### config.mk
export PLATFORM = sky130hd
export DESIGN_NAME = acpoll_seq
export DESIGN_NICKNAME = d
export VERILOG_FILES = /design/src/rtl/acpoll_pkg.sv /design/src/rtl/acpoll_probe_cnt.sv /design/src/rtl/acpoll_gap_tmr.sv /design/src/rtl/acpoll_seq.sv
export SDC_FILE = /design/constraint.sdc
export NUM_CORES = 1
export LEC_CHECK = 0
export ABC_CLOCK_PERIOD_IN_PS = 5900
export BUFFER_PORTS_ARGS = -buffer_cell sky130_fd_sc_hd__buf_2
export CAP_MARGIN = 20
export CORE_MARGIN = 2
export CORE_UTILIZATION = 59
export DETAILED_ROUTE_END_ITERATION = 8
export PLACE_DENSITY = 0.84
export SYNTH_ARGS = -nofsm -noshare
export SYNTH_HDL_FRONTEND = slang
export SYNTH_SLANG_ARGS = --single-unit
### constraint.sdc
create_clock -name clk -period 5.9 [get_ports clk]
set_input_delay 1.77 -clock clk [delete_from_list [all_inputs] [get_ports clk]]
set_output_delay 1.77 -clock clk [all_outputs]
set_load 0.1 [all_outputs]
### src/rtl/acpoll_pkg.sv
package acpoll_pkg;

  typedef enum logic [2:0] {
    ST_IDLE,
    ST_START,
    ST_SEND,
    ST_GAP,
    ST_STOP
  } acp_state_t;

  // Effective limit: a programmed zero still allows one probe.
  function automatic int unsigned eff_limit(input int unsigned lim);
    return (lim == 0) ? 1 : lim;
  endfunction

  // True when the given number of refused probes uses up the limit.
  function automatic logic limit_hit(input int unsigned refused, input int unsigned lim);
    return refused >= eff_limit(lim);
  endfunction

endpackage

### src/rtl/acpoll_probe_cnt.sv
module acpoll_probe_cnt #(
  parameter int CNT_W = 8
) (
  input  logic             clk,
  input  logic             rst_n,
  input  logic             clr,
  input  logic             inc,
  input  logic [CNT_W-1:0] limit,
  output logic [CNT_W-1:0] count,
  output logic             last
);
  localparam logic [CNT_W-1:0] CNT_MAX = {CNT_W{1'b1}};

  always_ff @(posedge clk or negedge rst_n) begin
    if (!rst_n)                     count <= '0;
    else if (clr)                   count <= '0;
    else if (inc && count != CNT_MAX) count <= count + 1'b1;
  end

  // A refusal now would be the one that exhausts the limit.
  assign last = acpoll_pkg::limit_hit(int'(count) + 1, int'(limit));
endmodule

### src/rtl/acpoll_gap_tmr.sv
module acpoll_gap_tmr #(
  parameter int GAP_W = 8
) (
  input  logic             clk,
  input  logic             rst_n,
  input  logic             load,
  input  logic [GAP_W-1:0] gap,
  input  logic             run,
  output logic             expired
);
  logic [GAP_W-1:0] tmr;

  always_ff @(posedge clk or negedge rst_n) begin
    if (!rst_n)                 tmr <= '0;
    else if (load)              tmr <= gap;
    else if (run && tmr != '0)  tmr <= tmr - 1'b1;
  end

  assign expired = (tmr == '0);
endmodule

### src/rtl/acpoll_seq.sv
module acpoll_seq #(
  parameter int DATA_W = 8,
  parameter int CNT_W  = 8,
  parameter int GAP_W  = 8
) (
  input  logic              clk,
  input  logic              rst_n,
  input  logic              go,
  input  logic [DATA_W-1:0] sel_byte,
  input  logic [CNT_W-1:0]  probe_limit,
  input  logic [GAP_W-1:0]  gap_cycles,
  output logic              ready,
  output logic              busy,
  output logic              err,
  output logic              bus_start_req,
  output logic              bus_send_req,
  output logic              bus_stop_req,
  output logic [DATA_W-1:0] bus_tx_data,
  input  logic              bus_done,
  input  logic              bus_ack
);
  import acpoll_pkg::*;

  acp_state_t        st, st_nx;
  logic [DATA_W-1:0] sel_q;
  logic [CNT_W-1:0]  lim_q;
  logic [GAP_W-1:0]  gap_q;
  logic [CNT_W-1:0]  refused;
  logic              last_try;
  logic              gap_over;
  logic              ready_q, err_q;

  // Named internal events, also used by the bound checker.
  logic go_take, probe_ack, probe_nack, give_up, stop_done;
  assign go_take    = (st == ST_IDLE) && go;
  assign probe_ack  = (st == ST_SEND) && bus_done && bus_ack;
  assign probe_nack = (st == ST_SEND) && bus_done && !bus_ack;
  assign give_up    = probe_nack && last_try;
  assign stop_done  = (st == ST_STOP) && bus_done;

  acpoll_probe_cnt #(.CNT_W(CNT_W)) u_cnt (
    .clk   (clk),
    .rst_n (rst_n),
    .clr   (go_take),
    .inc   (probe_nack),
    .limit (lim_q),
    .count (refused),
    .last  (last_try)
  );

  acpoll_gap_tmr #(.GAP_W(GAP_W)) u_gap (
    .clk     (clk),
    .rst_n   (rst_n),
    .load    (probe_nack),
    .gap     (gap_q),
    .run     (st == ST_GAP),
    .expired (gap_over)
  );

  always_comb begin
    st_nx = st;
    unique case (st)
      ST_IDLE:  if (go) st_nx = ST_START;
      ST_START: if (bus_done) st_nx = ST_SEND;
      ST_SEND: begin
        if (probe_ack)    st_nx = ST_IDLE;
        else if (give_up) st_nx = ST_STOP;
        else if (bus_done) st_nx = ST_GAP;
      end
      ST_GAP:   if (gap_over) st_nx = ST_START;
      ST_STOP:  if (bus_done) st_nx = ST_IDLE;
      default:  st_nx = ST_IDLE;
    endcase
  end

  always_ff @(posedge clk or negedge rst_n) begin
    if (!rst_n) begin
      st      <= ST_IDLE;
      sel_q   <= '0;
      lim_q   <= '0;
      gap_q   <= '0;
      ready_q <= 1'b0;
      err_q   <= 1'b0;
    end else begin
      st      <= st_nx;
      ready_q <= probe_ack;
      if (go_take) begin
        sel_q <= sel_byte;
        lim_q <= probe_limit;
        gap_q <= gap_cycles;
        err_q <= 1'b0;
      end else if (stop_done) begin
        err_q <= 1'b1;
      end
    end
  end

  assign ready         = ready_q;
  assign err           = err_q;
  assign busy          = (st != ST_IDLE);
  assign bus_start_req = (st == ST_START);
  assign bus_send_req  = (st == ST_SEND);
  assign bus_stop_req  = (st == ST_STOP);
  assign bus_tx_data   = sel_q;

  logic unused_ok;
  assign unused_ok = ^refused;
endmodule

; ---- After elaboration in Yosys (flattened, before gate mapping)
; Cells that the tools add are included.
[op_classes]
n_addsub = 3
n_reduce_logical = 18
order_cmp = 1
eq_ne = 10
muxes = 15
[op_table]
columns = operator, count
row1 = two-way mux 8 bit, 5
row2 = greater-or-equal comparator 32 bit, 1
row3 = two-way mux 3 bit, 7
row4 = zero test 8 bit, 2
row5 = case mux 3 bit (5 select lines), 1
row6 = "adder 8 x 1 -> 9 bit, second input constant", 1
row7 = "adder 8 x 1 -> 8 bit, second input constant", 1
row8 = logical AND 1 bit, 8
row9 = "inequality test 8 bit, second input constant", 1
row10 = nonzero test 8 bit, 1
row11 = "subtractor 8 x 1 -> 8 bit, second input constant", 1
row12 = "equality test 3 x 2 -> 1 bit, second input constant", 2
row13 = nonzero test 2 bit, 3
row14 = AND reduction 5 bit, 1
row15 = "inequality test 2 x 1 -> 1 bit, second input constant", 2
row16 = "inequality test 2 bit, second input constant", 2
row17 = "inequality test 4 x 1 -> 1 bit, second input constant", 1
row18 = "equality test 3 x 1 -> 1 bit, second input constant", 1
row19 = "equality test 3 bit, second input constant", 1
row20 = zero test 3 bit, 1
row21 = nonzero test 3 bit, 1
row22 = two-way mux 1 bit, 2
row23 = zero test 1 bit, 1
[totals]
reg_bits = 45

; ---- Depth between registers and ports, before layout
; Gate-level depths: netlist (run 1).
[depth]
ltp_word = 7
ltp_mapped = 9
mapped_depth_nobuf = 9

; ---- By module
; From an unflattened synthesis (run 1), not the netlist that was laid out.
[unflattened]
cells_unflattened = 229
area_unflattened_um2 = 2527.4
[modules_own_cells]
columns = module, instances, area_per_inst_um2, cells_per_inst
row1 = acpoll_seq, 1, 1258.7, 90
row2 = acpoll_probe_cnt, 1, 740.7, 81
row3 = acpoll_gap_tmr, 1, 528.0, 58

; ---- Worst setup path after synthesis (run 1)
; OpenSTA, ideal clock, no wires.
[synth_path]
path_type = register to output
from = reg st[1]
to = out bus_start_req
path_buffers = 1
setup_slack_ns = 1.519
t_arrival_ns = 2.611
required_ns = 4.130
stages_incl_launch_ff = 3
path_cell_list = dfrtp_1 -> buf_2 -> nor3_1
[synth_via]
elab_chain_len = 1
[synth_lines]
columns = item, line_no
row1 = start: declaration, acpoll_seq.sv:24  ; acp_state_t st, st_nx;
row2 = start signal: assignment, acpoll_seq.sv:85  ; st <= st_nx;
row3 = equality test 3 x 1 -> 1 bit, acpoll_seq.sv:101  ; assign bus_start_req = (st == ST_START);
row4 = end: declaration, acpoll_seq.sv:15  ; output logic bus_start_req,
; No other way between the ends.

; ---- Worst setup path in the final report (run 1)
[layout_path]
from = reg st[1]
to = out bus_stop_req
[layout_via]
elab_chain_len = 1
[layout_lines]
columns = item, line_no
row1 = equality test 3 bit, acpoll_seq.sv:103  ; assign bus_stop_req = (st == ST_STOP);
row2 = end: declaration, acpoll_seq.sv:17  ; output logic bus_stop_req,
; No other way between the ends.

==> metrics.cfg, run 1 <==
[drt]
route.vias.total = 1791
drcViolationCount = 0
ant_nets = 0
drtPass1Iterations = 4
via_per_inst = 5.87
drtIter0Drc = 120
wl_mm = 4.62
routedWlPerCell_um = 15.1

[yosys]
syn_nets = 254
yosysWarnings = 0
async_flop_share = 1.00
yosysMostFrequentCell = dfrtp_1
syn_inst = 214
ys_top_cells_by_area = dfrtp_1 (48%), mux2_2 (12%), ha_1 (5.8%)
postSynthAreaPerCell_um2 = 11.0
ys_ff_latch = 45
synth_top_cell_by_area = dfrtp_1
synth.top_cells.by_count = dfrtp_1 (45), mux2_2 (25), nand2_1 (13), nor2_1 (13), inv_1 (12)
synth_edf_count = 0
yosys.area.top_type_share = 0.477
synth-seq-area-share = 0.477
netlist-cell-type-count = 49
syn_area_mm2 = 0.00236
synthFlopType = dfrtp_1

[sta]
tightestPinTransition_ps = 963
max_freq_mhz = 292
rsz0062_at_grt = no
finalWorstSetupSlack_ps = 2470
clock-skew-final_ps = 7.28
final.setup.tns_ps = 0
slew_headroom = 0.358
finalCriticalPeriod_ps = 3430
setup_viol_count_final = 0
min_period_over_period = 0.581
slew_viol_final = 0
hold_ws_ps = 500
hold_viol = 0

[global_route]
use_met3 = 0.0650
grt_overflow = 0
gr-usage-all-layers = 0.235
met2_usage = 0.371
grt_pass1_vias = 1720
grt_use_met1 = 0.304
busiest_layer = met2
grt_pass1_wl_mm = 7.82
grt_max_degree = 46
grt_antenna_before_repair = 0

[floorplanning]
start_util = 0.631
rows = 22
die_y_um = 67.3
pin_count = 43
die_w_um = 67.3
coreArea_mm2 = 0.00374
dieArea_mm2 = 0.00452

[flow_run]
cap_violations = 0

[clocking]
cts_tree = built
cts_sinks = 45
cts_buffers = 5
clk_latency_ps = 310
clock_path_buffers = 2
hold_buffers = 0
cts_setup_buffers = 0
cts_root_buf = clkbuf_8
clk_pin_slew_ps = 90
cts_resized = 0
htreeDepth = 2

[cells_and_area]
diodes = 0
area_growth_pct = 15.2
instances_no_fill = 305
drive_gt1_frac = 0.335
nets = 296

[setup_path]
cp.arrival_ps = 1660
slowest_delay_ps = 510
crit_path_end_kind = output port
cp-start-kind = flip-flop
path_cells = nor2_1, and2_1, buf_2
critical_path_class = reg -> out
crit_slowest_cell = dfrtp_1
worstPathRequired_ps = 4130
rrSetupSlack_ps = 3220
path_max_fanout = 12

[status]
outcome = completed

[pwr]
p_total_mw = 1.53
p_per_area_mw_per_mm2 = 563
ir_drop_mv = 0.383
leakage_nw = 1.34

[hold_path]
worstHoldPathType = reg -> reg

[placed_design]
routabilityCongestion = 0.807
portBuffers = 42
dpl_worst_slack_ps = 2720
dp_hpwl_mm = 3.26
dp.cells = 297

## routing by layer
layer	vias up	share of wire
met5	-	0
met4	0	0.021
met3	11	0.059
met2	56	0.49
met1	864	0.43
li1	860	-
## where the power goes
group          switching, mW  leakage, nW  internal (mW)  total [mW]
clock                  0.116       0.0603          0.130       0.246
combinational          0.494        0.720          0.247       0.740
sequential             0.109        0.557          0.436       0.545
total                  0.718         1.34          0.813        1.53
## sequential cells by signal, indices dropped and copies added, names as in the netlist
name,flops
bus_tx_data,8
gap_q,8
lim_q,8
u_cnt.count,8
u_gap.tmr,8
st,3
err,1
ready,1
## final cells by class
class,count,area [um2]
flip-flops and latches,45,1130
clock inverters,3,50.0
inverters,12,45.0
repair buffers,43,218
well taps,48,60.1
multi-input cells,149,1150
fillers,280,1020
clock buffers,5,68.8
## per-stage QoR
stage | utilization | cell area [um2]
after floorplan | - | 2360
after global placement | 0.695 | 2600
after detailed placement | 0.695 | 2600
final | 0.726 | 2720
after global routing | 0.726 | 2720
after CTS | 0.726 | 2720
## kinds of logic (layout without fill, tap and decap cells)
family,after synthesis,after routing,synth area share
simple gates,69,69,0.166
flops,45,45,0.477
buf+inv,20,63,0.0355
mux,26,26,0.123
fa+ha+maj,11,11,0.0583
compound gates,35,35,0.110
xor+xnor,8,8,0.0297
## worst paths after layout
kind	start	end	cells after the start
worst max register to register	u_cnt.count[2]	st[0]	9
worst min register to register	err	err	1
max in group asynchronous	rst_n	u_cnt.count[4]	1
worst min-delay path	err	err	1
min in group asynchronous	rst_n	st[1]	1
worst max-delay path	st[1]	bus_stop_req	3
## placed cells by master (no fill, tap or decap), drive strengths merged, types with 2 or more instances in the layout
master  netlist  routed
inv          12      13
nand2        13      13
mux2         25      25
o211ai        3       3
a21oi         6       6
o21ai         7       7
nor3          4       4
xor2          2       2
clkbuf        2       5
buf           6      43
a41o          2       2
nand3        11      11
ha           11      11
o311ai        2       2
a22o          2       2
nand2b        5       5
nor2         13      13
dfrtp        45      45
or3           3       3
a31oi         2       2
or2           2       2
nor4b         2       2
and3          3       3
xnor2         6       6
nand4         4       4
a221o         2       2
and2          3       3
## worst max-delay path, delay by kind of cell, from the launching register on
| kind | cells | cell delay [ps] |
|---|---|---|
| buffers and inverters | 1 | 440 |
| DFF | 1 | 510 |
| and+or+nand+nor | 2 | 390 |
(Power assumes the default switching activity.)
==> inputs of run 2 (changes only) <==
--- a/config.mk
+++ b/config.mk
@@ -5,13 +5,14 @@
 export SDC_FILE = /design/constraint.sdc
 export NUM_CORES = 1
 export LEC_CHECK = 0
-export ABC_CLOCK_PERIOD_IN_PS = 5900
+export ABC_AREA = 1
+export ABC_CLOCK_PERIOD_IN_PS = 2900
 export BUFFER_PORTS_ARGS = -buffer_cell sky130_fd_sc_hd__buf_2
 export CAP_MARGIN = 20
 export CORE_MARGIN = 2
-export CORE_UTILIZATION = 59
+export CORE_UTILIZATION = 50
 export DETAILED_ROUTE_END_ITERATION = 8
-export PLACE_DENSITY = 0.84
+export PLACE_DENSITY = 0.76
 export SYNTH_ARGS = -nofsm -noshare
 export SYNTH_HDL_FRONTEND = slang
 export SYNTH_SLANG_ARGS = --single-unit
==> constraint.sdc (replaced) <==
create_clock -name clk -period 2.9 [get_ports clk]
set_input_delay 0.87 -clock clk [delete_from_list [all_inputs] [get_ports clk]]
set_output_delay 0.87 -clock clk [all_outputs]
set_load 0.1 [all_outputs]
==> run 2 against run 1 <==
Non-clock buffer count up 2. Clock-buffer cell count up 2. Cell area up 1.0%. Routed wire length up 0.84%. Combinational power up 110%. Area after synthesis down 0.37%. Core utilization down 11 points. Cell count up 28%. Global-route usage down 3.7 points. Total power up 100%. Clock skew down 1.5 ps. Clock power up 98%. Largest power group unchanged.
==> metrics.cfg, run 2 <==
[setup_path]
cp.arrival_ps = 1510  ; -150 ps
rr_endpoint = st[1]
crit_slowest_cell = buf_2
path_max_fanout = 6  ; -6
path_cells = nor3_2, buf_2
rr_startpoint = u_cnt.count[0]
slowest_delay_ps = 470  ; -40 ps
critPathBufInv = 1  ; unchanged
reg2regPathDepth = 16  ; +7
rrSetupSlack_ps = 620  ; -2600 ps
path_delay_family = buffers and inverters
cp-start-kind = flip-flop
critical_path_class = reg -> out
crit_path_end_kind = output port
worstPathRequired_ps = 2030  ; -2100 ps

[clocking]
clk_latency_ps = 290  ; -20 ps
cts_setup_buffers = 0  ; unchanged
hold_buffers = 0  ; unchanged
cts_resized = 0  ; unchanged
clock_path_buffers = 2  ; unchanged
cts_buffers = 5  ; unchanged
clk_pin_slew_ps = 80  ; about the same
cts_tree = built
cts_sinks = 45  ; unchanged
cts_root_buf = clkbuf_8
htreeDepth = 2  ; unchanged

[cells_and_area]
layout_commonest_cell = nand2_1
diodes = 0  ; unchanged
fillers = 393  ; +40%
nets = 377  ; +27%
final_cell_mix = nand2_1 (112), dfrtp_1 (45), buf_2 (42)
drive_gt1_frac = 0.210  ; -0.125
area_growth_pct = 16.8

[yosys]
synthFlopType = dfrtp_1
synth_edf_count = 0  ; unchanged
postSynthAreaPerCell_um2 = 8.14  ; -26%
syn_area_mm2 = 0.00235  ; -0.37%
yosysMostFrequentCell = nand2_1
syn_nets = 329  ; +30%
yosys.area.top_type_share = 0.479  ; +0.00178
synth.top_cells.by_count = nand2_1 (112), dfrtp_1 (45), inv_1 (36)
yosysWarnings = 0  ; unchanged
ys_ff_latch = 45  ; unchanged
synth_top_cell_by_area = dfrtp_1
ys_top_cells_by_area = dfrtp_1 (48%), nand2_1 (18%), ha_1 (5.9%)
syn_inst = 289  ; +35%
synth-seq-area-share = 0.479  ; +0.00178
async_flop_share = 1.00  ; unchanged
netlist-cell-type-count = 27  ; -45%

[global_route]
grt_overflow = 0  ; unchanged
met2_usage = 0.304  ; -0.0672
grt_antenna_before_repair = 0  ; unchanged
use_met3 = 0.0442  ; -0.0208
gr-usage-all-layers = 0.198  ; -0.0366
grt_pass1_vias = 1851  ; +7.6%
grt_max_degree = 20  ; -57%
grt_pass1_wl_mm = 8.11  ; +3.7%
grt_use_met1 = 0.281  ; -0.0226
busiest_layer = met2

[floorplanning]
die_y_um = 72.6  ; +7.9%
rows = 24  ; +9.1%
pin_count = 43  ; unchanged
die_w_um = 72.6  ; +7.9%
dieArea_mm2 = 0.00527  ; +16%
coreArea_mm2 = 0.00444  ; +19%
start_util = 0.529  ; -0.101

[pwr]
p_sw_mw = 1.53  ; +110%
p_int_mw = 1.54  ; +90%
p_per_area_mw_per_mm2 = 1120  ; +99%
ir_drop_mv = 0.772  ; +100%
clkPwrFrac = 0.158  ; -0.003
seqPwrFrac = 0.328  ; -0.028
leakage_nw = 1.55  ; +16%
swShare = 0.499  ; +0.0297
pwr-share-comb = 0.514  ; +0.030

[sta]
hold_viol = 0  ; unchanged
setup_viol_count_final = 0  ; unchanged
finalCriticalPeriod_ps = 2380
slew_headroom = 0.678  ; +0.320
rsz0062_at_grt = no
min_period_over_period = 0.820
tightestPinTransition_ps = 487  ; -476 ps
final.setup.tns_ps = 0  ; unchanged
hold_ws_ps = 432  ; -68.5 ps
max_freq_mhz = 421
clock-skew-final_ps = 5.83  ; -1.45 ps
slew_viol_final = 0  ; unchanged

[hold_path]
worstHoldPathType = in -> async

[flow_run]
cap_violations = 0  ; unchanged

[drt]
wl_mm = 4.66  ; +0.84%
via_per_inst = 4.99  ; -15%
route.vias.total = 1948  ; +8.8%
drcViolationCount = 0  ; unchanged
ant_nets = 0  ; unchanged
drtIter0Drc = 84  ; -30%
routedWlPerCell_um = 11.9  ; -21%
drtPass1Iterations = 4  ; unchanged

[placed_design]
dp_hpwl_mm = 3.42  ; +4.9%
portBuffers = 42  ; unchanged
routabilityCongestion = 0.857  ; +6.2%

[status]
outcome = completed

## run 2: cells by family after synthesis
kind of cell / after synthesis / synth area share
AOI/OAI and AO/OA: 31 / 0.0830
xor gates and xnor gates: 9 / 0.0335
adders and majority gates: 11 / 0.0585
buffers and inverters: 47 / 0.0771
DFF: 45 / 0.479
and+or+nand+nor: 146 / 0.269
## run 2: worst max-delay path by stage
stage | from | endpoint | slack, ps | cells after the start
after floorplan | st[0] | bus_stop_req | 290 | 1
after global placement | u_cnt.count[0] | st[0] | 830 | 16
after detailed placement | u_cnt.count[0] | st[1] | 720 | 16
after CTS | st[0] | bus_stop_req | 500 | 2
after global routing | u_cnt.count[0] | st[1] | 380 | 16
final | st[0] | bus_stop_req | 520 | 2
## run 2: per-stage QoR
stage	std cells	utilization	power (mW)	worst slack, ps	cell area [um2]
floorplan	289	-	2.30	294	2350
global route	390	0.618	3.31	380	2750
global placement	382	0.592	2.56	830	2630
finish	390	0.618	3.08	522	2750
detailed placement	382	0.592	2.59	719	2630
CTS	390	0.618	3.10	503	2750
## run 2: metal layers
metal,vias to the layer above,share of wire
li1,1006,-
met1,874,0.50
met2,61,0.44
met3,7,0.054
met4,0,0.012
met5,-,0
## run 2: cell type report
| cell class | count | area [um2] | share of cell area |
|---|---|---|---|
| well taps | 52 | 65.1 | 0.0237 |
| clock buffers | 7 | 86.3 | 0.0314 |
| multi-input cells | 197 | 1040 | 0.380 |
| inverters | 43 | 161 | 0.0588 |
| repair buffers | 45 | 233 | 0.0847 |
| clock inverters | 1 | 30.0 | 0.0109 |
| flip-flops and latches | 45 | 1130 | 0.410 |
## run 2: power by group through the flow
| stage | clock, mW | combinational [mW] | sequential (mW) |
|---|---|---|---|
| after floorplan | 0 | 0.903 | 1.39 |
| after global placement | 0 | 1.55 | 1.01 |
| after detailed placement | 0 | 1.58 | 1.02 |
| after CTS | 0.498 | 1.59 | 1.01 |
| after global routing | 0.520 | 1.75 | 1.04 |
| final | 0.487 | 1.58 | 1.01 |
